<file path="src/rtl/csc_pkg.sv">
package csc_pkg;
  localparam int PIX_W    = 8;
  localparam int COEF_W   = 10;
  localparam int FRAC_W   = COEF_W - 1;
  localparam int N_CH     = 3;
  localparam int REG_W    = 32;
  localparam int ROW_W    = N_CH * COEF_W;
  localparam int FULL_BIT = ROW_W;
  localparam int BG_W     = N_CH * PIX_W;
  localparam int ADDR_W   = $clog2(N_CH + 1);
  localparam int PROD_W   = COEF_W + PIX_W + 1;
  localparam int SUM_W    = PROD_W + $clog2(N_CH);

  localparam int Y_OFS   = 16;
  localparam int C_OFS   = 128;
  localparam int OUT_MIN = 16;
  localparam int Y_MAX   = 235;
  localparam int C_MAX   = 240;

  // studio-range stretch: (x - LIM_LO) * EXP_MUL / 2^EXP_SH
  localparam int LIM_LO  = 16;
  localparam int EXP_MUL = 298;
  localparam int EXP_SH  = 8;
  localparam int EXP_W   = PIX_W + 9;

  localparam logic [ADDR_W-1:0] ADDR_BG = ADDR_W'(N_CH);

  typedef logic [ROW_W-1:0] row_t;

  typedef struct packed {
    logic                        full;
    logic [BG_W-1:0]             bg;
    logic [N_CH-1:0][ROW_W-1:0]  rows;   // [0]=Y [1]=Cb [2]=Cr
  } csc_cfg_t;

  localparam row_t ROW_Y_DEF  = {10'h05E, 10'h13A, 10'h020};
  localparam row_t ROW_CB_DEF = {10'h3CC, 10'h353, 10'h0E1};
  localparam row_t ROW_CR_DEF = {10'h0E1, 10'h334, 10'h3EC};
  localparam logic [BG_W-1:0] BG_DEF = 24'h008080;

  localparam csc_cfg_t CFG_DEF = '{
    full: 1'b1,
    bg:   BG_DEF,
    rows: {ROW_CR_DEF, ROW_CB_DEF, ROW_Y_DEF}
  };

  function automatic int row_ofs(int i);
    return (i == 0) ? Y_OFS : C_OFS;
  endfunction

  function automatic int row_max(int i);
    return (i == 0) ? Y_MAX : C_MAX;
  endfunction
endpackage

</file>
<file path="src/rtl/csc_cfg_regs.sv">
module csc_cfg_regs
  import csc_pkg::*;
(
  input  logic                       clk_i,
  input  logic                       rst_ni,
  input  logic                       we_i,
  input  logic [ADDR_W-1:0]          addr_i,
  input  logic [REG_W-1:0]           wdata_i,
  input  logic                       frame_start_i,
  output logic [N_CH-1:0][ROW_W-1:0] rows_o,
  output logic                       full_o,
  output logic [BG_W-1:0]            bg_o
);
  csc_cfg_t shd_q, act_q;

  logic unused_wdata;
  assign unused_wdata = ^wdata_i[REG_W-1:FULL_BIT+1];

  always_ff @(posedge clk_i or negedge rst_ni) begin
    if (!rst_ni) begin
      shd_q <= CFG_DEF;
      act_q <= CFG_DEF;
    end else begin
      if (we_i) begin
        if (addr_i == ADDR_BG) begin
          shd_q.bg <= wdata_i[BG_W-1:0];
        end else begin
          shd_q.rows[addr_i] <= wdata_i[ROW_W-1:0];
          if (addr_i == '0) shd_q.full <= wdata_i[FULL_BIT];
        end
      end
      if (frame_start_i) act_q <= shd_q;
    end
  end

  assign rows_o = act_q.rows;
  assign full_o = act_q.full;
  assign bg_o   = act_q.bg;


  act_hold_chk: assert property (@(posedge clk_i) disable iff (!rst_ni)
    !frame_start_i |=> $stable(act_q));


  act_load_chk: assert property (@(posedge clk_i) disable iff (!rst_ni)
    frame_start_i |=> act_q == $past(shd_q));


  bg_write_chk: assert property (@(posedge clk_i) disable iff (!rst_ni)
    (we_i && addr_i == ADDR_BG) |=> shd_q.bg == $past(wdata_i[BG_W-1:0]));
endmodule

</file>
<file path="src/rtl/csc_range_expand.sv">
module csc_range_expand
  import csc_pkg::*;
(
  input  logic             full_i,
  input  logic [PIX_W-1:0] px_i,
  output logic [PIX_W-1:0] px_o
);
  localparam int EXP_RND = 1 << (EXP_SH - 1);
  localparam int PIX_MAX = (1 << PIX_W) - 1;

  logic [PIX_W-1:0] base;
  logic [EXP_W-1:0] scaled;

  always_comb begin
    base = '0;
    if (px_i >= PIX_W'(LIM_LO)) base = px_i - PIX_W'(LIM_LO);
    scaled = (EXP_W'(base) * EXP_W'(EXP_MUL) + EXP_W'(EXP_RND)) >> EXP_SH;
    if (full_i)                          px_o = px_i;
    else if (scaled > EXP_W'(PIX_MAX))   px_o = '1;
    else                                 px_o = scaled[PIX_W-1:0];
  end
endmodule

</file>
<file path="src/rtl/csc_row_mac.sv">
module csc_row_mac
  import csc_pkg::*;
#(
  parameter int               OFS = 16,
  parameter int               LO  = 16,
  parameter int               HI  = 235,
  parameter logic [PIX_W-1:0] RST = '0
) (
  input  logic                       clk_i,
  input  logic                       rst_ni,
  input  logic [N_CH-1:0][PIX_W-1:0] px_i,     // [0]=R [1]=G [2]=B
  input  logic [ROW_W-1:0]           coefs_i,
  input  logic                       pix_sel_i,
  input  logic [PIX_W-1:0]           bg_i,
  output logic [PIX_W-1:0]           res_o
);
  localparam logic signed [SUM_W-1:0] RND  = SUM_W'(1 << (FRAC_W - 1));
  localparam logic signed [SUM_W-1:0] OFSV = SUM_W'(OFS);
  localparam logic signed [SUM_W-1:0] LOV  = SUM_W'(LO);
  localparam logic signed [SUM_W-1:0] HIV  = SUM_W'(HI);
  localparam logic [PIX_W-1:0]        LO_P = PIX_W'(LO);
  localparam logic [PIX_W-1:0]        HI_P = PIX_W'(HI);

  logic signed [PROD_W-1:0] prod_d [N_CH];
  logic signed [PROD_W-1:0] prod_q [N_CH];
  logic signed [SUM_W-1:0]  sum_d, sum_q, rnd, ofs;
  logic [PIX_W-1:0]         clamp_d;

  for (genvar k = 0; k < N_CH; k++) begin : g_mul
    logic signed [COEF_W-1:0] c;
    assign c = coefs_i[(N_CH-1-k)*COEF_W +: COEF_W];
    assign prod_d[k] = PROD_W'(c) * PROD_W'($signed({1'b0, px_i[k]}));

    always_ff @(posedge clk_i or negedge rst_ni) begin
      if (!rst_ni) prod_q[k] <= '0;
      else         prod_q[k] <= prod_d[k];
    end
  end

  always_comb begin
    sum_d = '0;
    for (int k = 0; k < N_CH; k++) sum_d = sum_d + SUM_W'(prod_q[k]);
  end

  always_ff @(posedge clk_i or negedge rst_ni) begin
    if (!rst_ni) sum_q <= '0;
    else         sum_q <= sum_d;
  end

  always_comb begin
    rnd = (sum_q + RND) >>> FRAC_W;
    ofs = rnd + OFSV;
    if (ofs < LOV)      clamp_d = LO_P;
    else if (ofs > HIV) clamp_d = HI_P;
    else                clamp_d = ofs[PIX_W-1:0];
  end

  always_ff @(posedge clk_i or negedge rst_ni) begin
    if (!rst_ni) res_o <= RST;
    else         res_o <= pix_sel_i ? clamp_d : bg_i;
  end


  clamp_range_chk: assert property (@(posedge clk_i) disable iff (!rst_ni)
    pix_sel_i |=> (res_o >= LO_P && res_o <= HI_P));
endmodule

</file>
<file path="src/rtl/csc_rgb2ycc.sv">
module csc_rgb2ycc
  import csc_pkg::*;
(
  input  logic        clk_i,
  input  logic        rst_ni,
  input  logic        cfg_we_i,
  input  logic [1:0]  cfg_addr_i,
  input  logic [31:0] cfg_wdata_i,
  input  logic        frame_start_i,
  input  logic        pix_valid_i,
  input  logic [7:0]  pix_r_i,
  input  logic [7:0]  pix_g_i,
  input  logic [7:0]  pix_b_i,
  output logic        ycc_valid_o,
  output logic [7:0]  ycc_y_o,
  output logic [7:0]  ycc_cb_o,
  output logic [7:0]  ycc_cr_o
);
  localparam int LAT = 3;

  logic [N_CH-1:0][ROW_W-1:0] rows;
  logic                       full;
  logic [BG_W-1:0]            bg;
  logic [N_CH-1:0][PIX_W-1:0] px_raw, px_exp;
  logic [N_CH-1:0][PIX_W-1:0] res;
  logic [LAT-1:0]             vld_q;

  csc_cfg_regs u_cfg (
    .clk_i         (clk_i),
    .rst_ni        (rst_ni),
    .we_i          (cfg_we_i),
    .addr_i        (cfg_addr_i),
    .wdata_i       (cfg_wdata_i),
    .frame_start_i (frame_start_i),
    .rows_o        (rows),
    .full_o        (full),
    .bg_o          (bg)
  );

  assign px_raw = {pix_b_i, pix_g_i, pix_r_i};

  for (genvar k = 0; k < N_CH; k++) begin : g_exp
    csc_range_expand u_exp (
      .full_i (full),
      .px_i   (px_raw[k]),
      .px_o   (px_exp[k])
    );
  end

  always_ff @(posedge clk_i or negedge rst_ni) begin
    if (!rst_ni) vld_q <= '0;
    else         vld_q <= {vld_q[LAT-2:0], pix_valid_i};
  end

  for (genvar i = 0; i < N_CH; i++) begin : g_row
    csc_row_mac #(
      .OFS (row_ofs(i)),
      .LO  (OUT_MIN),
      .HI  (row_max(i)),
      .RST (BG_DEF[(N_CH-1-i)*PIX_W +: PIX_W])
    ) u_row (
      .clk_i     (clk_i),
      .rst_ni    (rst_ni),
      .px_i      (px_exp),
      .coefs_i   (rows[i]),
      .pix_sel_i (vld_q[LAT-2]),
      .bg_i      (bg[(N_CH-1-i)*PIX_W +: PIX_W]),
      .res_o     (res[i])
    );
  end

  assign ycc_valid_o = vld_q[LAT-1];
  assign ycc_y_o     = res[0];
  assign ycc_cb_o    = res[1];
  assign ycc_cr_o    = res[2];


  valid_lat_chk: assert property (@(posedge clk_i) disable iff (!rst_ni)
    pix_valid_i |-> ##3 ycc_valid_o);


  idle_lat_chk: assert property (@(posedge clk_i) disable iff (!rst_ni)
    !pix_valid_i |-> ##3 !ycc_valid_o);


  bg_out_chk: assert property (@(posedge clk_i) disable iff (!rst_ni)
    !ycc_valid_o |-> {ycc_y_o, ycc_cb_o, ycc_cr_o} == $past(bg));
endmodule

</file>
<file path="config.mk">
export PLATFORM = sky130hd
export DESIGN_NAME = csc_rgb2ycc
export DESIGN_NICKNAME = d
export VERILOG_FILES = /design/src/rtl/csc_pkg.sv /design/src/rtl/csc_cfg_regs.sv /design/src/rtl/csc_range_expand.sv /design/src/rtl/csc_row_mac.sv /design/src/rtl/csc_rgb2ycc.sv
export SDC_FILE = /design/constraint.sdc
export NUM_CORES = 2
export LEC_CHECK = 0
export ABC_AREA = 1
export BUFFER_PORTS_ARGS = -buffer_cell sky130_fd_sc_hd__buf_4
export CAP_MARGIN = 15
export CORE_ASPECT_RATIO = 0.9
export CORE_UTILIZATION = 55
export CTS_CLUSTER_DIAMETER = 40
export DETAILED_ROUTE_END_ITERATION = 10
export PLACE_DENSITY = 0.8
export SLEW_MARGIN = 20
export SYNTH_ARGS = -nofsm -noshare
export SYNTH_HDL_FRONTEND = slang
export SYNTH_HIERARCHICAL = 1
export SYNTH_SLANG_ARGS = --single-unit
export TNS_END_PERCENT = 20
</file>
<file path="constraint.sdc">
create_clock -name clk_i -period 6.4 [get_ports clk_i]
set_input_delay 0.96 -clock clk_i [delete_from_list [all_inputs] [get_ports clk_i]]
set_output_delay 0.96 -clock clk_i [all_outputs]
set_load 0.03 [all_outputs]
</file>
==> reports/qor.yml <==
cts_hold_buf: 0
rsz0062_at_grt: "yes"
numCtsBuffers: 69
fp-row-count: 109
yosys.area_share.simple: 0.190
status: "complete, but fails checks"
fin_skew_ns: 0.0441
num-nets-final: 8798
synthCells: 6849
timing.rr.end: "g_row[0].u_row/prod_q[54]"
htree_levels: 3
seqCellArea_mm2: 0.0118
core_mm2: 0.0982
multi_input_area_mm2: 0.0390
cp_max_fo: 6
syn2layout_area_growth_pct: 27.2
r2r_start: "u_cfg/full_o"
initial_core_util: 0.554
grt_antenna_before_repair: 8
finalWirelength_um: 173000
grt.total_usage: 0.311
yosysSeqAreaShare: 0.217
holdCritPathClass: "reg2reg"
n_fill_cell: 6409
cp-start-kind: "input port"
violations: "setup timing"
drc: 0
fin_crit_sh: 1.37
crit_path_top_delay_cell: "fa_1"
tightest_slew_ns: 1.12
ctsLongestPathBuffers: 3
synth_top_family_by_area: "adder cells"
synth-xor-area-share: 0.0331
maxCapViolations: 0
fp.dieW_um: 334
startpoint: "pix_b_i[5]"
cp_slowest_stage_delay_ns: 0.53
die_area_mm2: 0.100
die_h_um: 300
crit_top_cell: "fa_1"
synth_cell_types: 47
drive_gt1_frac: 0.269
placed_area_mm2: 0.0620
synthAdderAreaFrac: 0.365
clock_latency_ns: 0.65
globalplace.congestion: 0.937
drt_pass1_iterations: 8
worstPathArrival_ns: 9.28
synth_area_mm2: 0.0544
initialDrtViolationCount: 5030
reg2reg_setup_slack_ns: 0.58
grt_pass1_vias: 49400
grt_max_degree: 168
slew_headroom: 0.248
syn-num-nets: 8099
fin_crit_ns: 8.76
detail-route-antenna-nets: 0
fin_area_mm2: 0.0692
synth_mux_area_frac: 0
grt_pass1_wl_um: 250000
ys_warn_count: 6
async_flop_share: 1.00
setup_tns_ns: -234.43
maxSlewViolCount: 0
portBuffers: 86
vias_per_cell: 5.54
final-setup-viol-count: 143
ys_ff_latch: 467
clkTransAtPathRegs_ns: 0.06
worstSetupEndpointType: "flip-flop"
hpwl_um: 112000
crit_type: "in2reg"
post_drt_wl_per_cell_um: 19.5
crit_end: "g_row[2].u_row/prod_q[13]"
worstRegToRegCells: 23
cts_tree: "built"
synth-main-ff-cell: "dfrtp_1"
cts_root_buf: "clkbuf_16"
hold_violations: 0
ios: 88
synth_compound_area_frac: 0.0522
fin_ws_ns: -2.36
synth_enable_flop_cells: 0
vias: 49200
syn-mean-instance-area_um2: 7.95
cts_sinks: 467
grt_overflow: 0
fmax_mhz: 114
worstPathRequired_ns: 6.92
synthesized netlist by cell type (2+ instances only):
library cell	count	area, um^2
inv_1	1795	6740
nand2_1	1733	6500
fa_1	666	13300
ha_1	521	6520
dfrtp_1	373	9330
nor2_1	220	826
a21oi_1	207	1040
o21ai_0	207	1040
nand3_1	179	896
clkbuf_1	153	574
xor2_1	136	1190
nand4_1	132	826
dfstp_2	94	2470
xnor2_1	68	596
nand2_2	59	369
buf_1	44	165
buf_2	23	115
a21o_1	21	158
nand3_2	21	210
nor2_2	18	113
nor2_4	15	169
nor3_1	15	75.1
a21oi_2	14	123
nand3b_1	13	97.6
a31oi_1	12	75.1
buf_6	10	113
o21a_1	10	75.1
o21bai_1	10	75.1
inv_2	9	33.8
o31ai_1	9	67.6
or2_2	8	50.1
o211ai_1	7	52.6
a211oi_1	6	45.0
and2_1	6	37.5
nand2_4	6	67.6
nand4_2	6	75.1
buf_4	4	30.0
o2111ai_1	3	26.3
o21ai_1	3	15.0
o21ai_2	3	26.3
a221oi_1	2	17.5
nand3_4	2	35.0
nor4_1	2	12.5
flip-flops by register name, indices dropped and copies added (netlist names):
name	flops
g_row.u_row/res_o	24
u_cfg/bg_o	24
u_cfg/shd_q	115
g_row.u_row/sum_q	39
u_cfg/full_o	1
g_row.u_row/prod_q	171
u_cfg/rows_o	90
vld_q	3
layout by cell type (no fill, tap or decap), types with 55 or more instances in the layout:
cell	Yosys	layout
ha_1	521	395
nand2_2	59	208
xnor2_1	68	64
inv_1	1795	1627
dfstp_2	94	94
a21oi_2	14	66
nor2_1	220	162
nand3_2	21	58
ha_4	0	107
inv_2	9	142
a21oi_1	207	126
nand3_1	179	131
o21ai_0	207	182
nand2_1	1733	1530
dfrtp_1	373	373
clkbuf_16	0	77
xor2_1	136	116
nand2_4	6	55
nand4_1	132	132
fa_1	666	613
buf_4	4	733
critical path: cells and delay by family:
kind                       cells  cell delay, ns
xor gates and xnor gates       1            0.22
AOI/OAI and AO/OA              4            0.79
buffers and inverters         15            1.54
and+or+nand+nor               14            1.49
adders and majority gates     11            4.25
through the flow:
step / cells / utilization / hold slack, ns / setup slack [ns]
floorplan: 6849 / - / 0.331 / -1.91
global placement: 8560 / 0.632 / 0.351 / -2.76
detailed placement: 8560 / 0.632 / 0.339 / -2.90
CTS: 8792 / 0.682 / 0.356 / -1.90
global route: 8880 / 0.705 / 0.367 / -2.60
finish: 8884 / 0.705 / 0.354 / -2.36
worst min-delay path by stage:
| stage | from | endpoint | slack (ns) | cells past startpoint |
|---|---|---|---|---|
| floorplan | vld_q[0] | vld_q[1] | 0.33 | 0 |
| global placement | vld_q[0] | vld_q[1] | 0.35 | 0 |
| detailed placement | vld_q[0] | vld_q[1] | 0.34 | 0 |
| CTS | vld_q[0] | vld_q[1] | 0.36 | 0 |
| global route | vld_q[0] | vld_q[1] | 0.37 | 0 |
| finish | vld_q[0] | vld_q[1] | 0.35 | 0 |
routing by layer:
layer | global-route usage | wire [um]
met3 | 0.0600 | 17600
met4 | 0.128 | 12600
met1 | 0.403 | 64300
met5 | 0 | 178
met2 | 0.515 | 78300
cell type report:
cell class,count,area share
Tap cell,1276,0.0231
Antenna cell,4,0.000145
Sequential cell,467,0.170
Timing Repair Buffer,858,0.109
Clock buffer,86,0.0273
Inverter,1805,0.100
Multi-Input combinational cell,4343,0.563
Timing Repair inverter,4,0.000488
Clock inverter,41,0.00665
logic make-up after synthesis:
kind of cell               count (synthesis)
AOI/OAI and AO/OA                        516
xor gates and xnor gates                 205
adders and majority gates               1187
buffers and inverters                   2039
DFF                                      467
and+or+nand+nor                         2435
what timing repair did:
| item | in CTS | in global routing |
|---|---|---|
| endpoints found under the setup margin | 144 | 144 |
| hold endpoints to repair | 0 | 0 |
| buffers inserted | 102 | 85 |
| pin swaps | 263 | 283 |
| gates resized for setup | 416 | 371 |
| cloned | 6 | 7 |
Power is left out: the tool's default activity adds up to more than one toggle a clock period on the data nets, which glitch-free logic cannot reach.
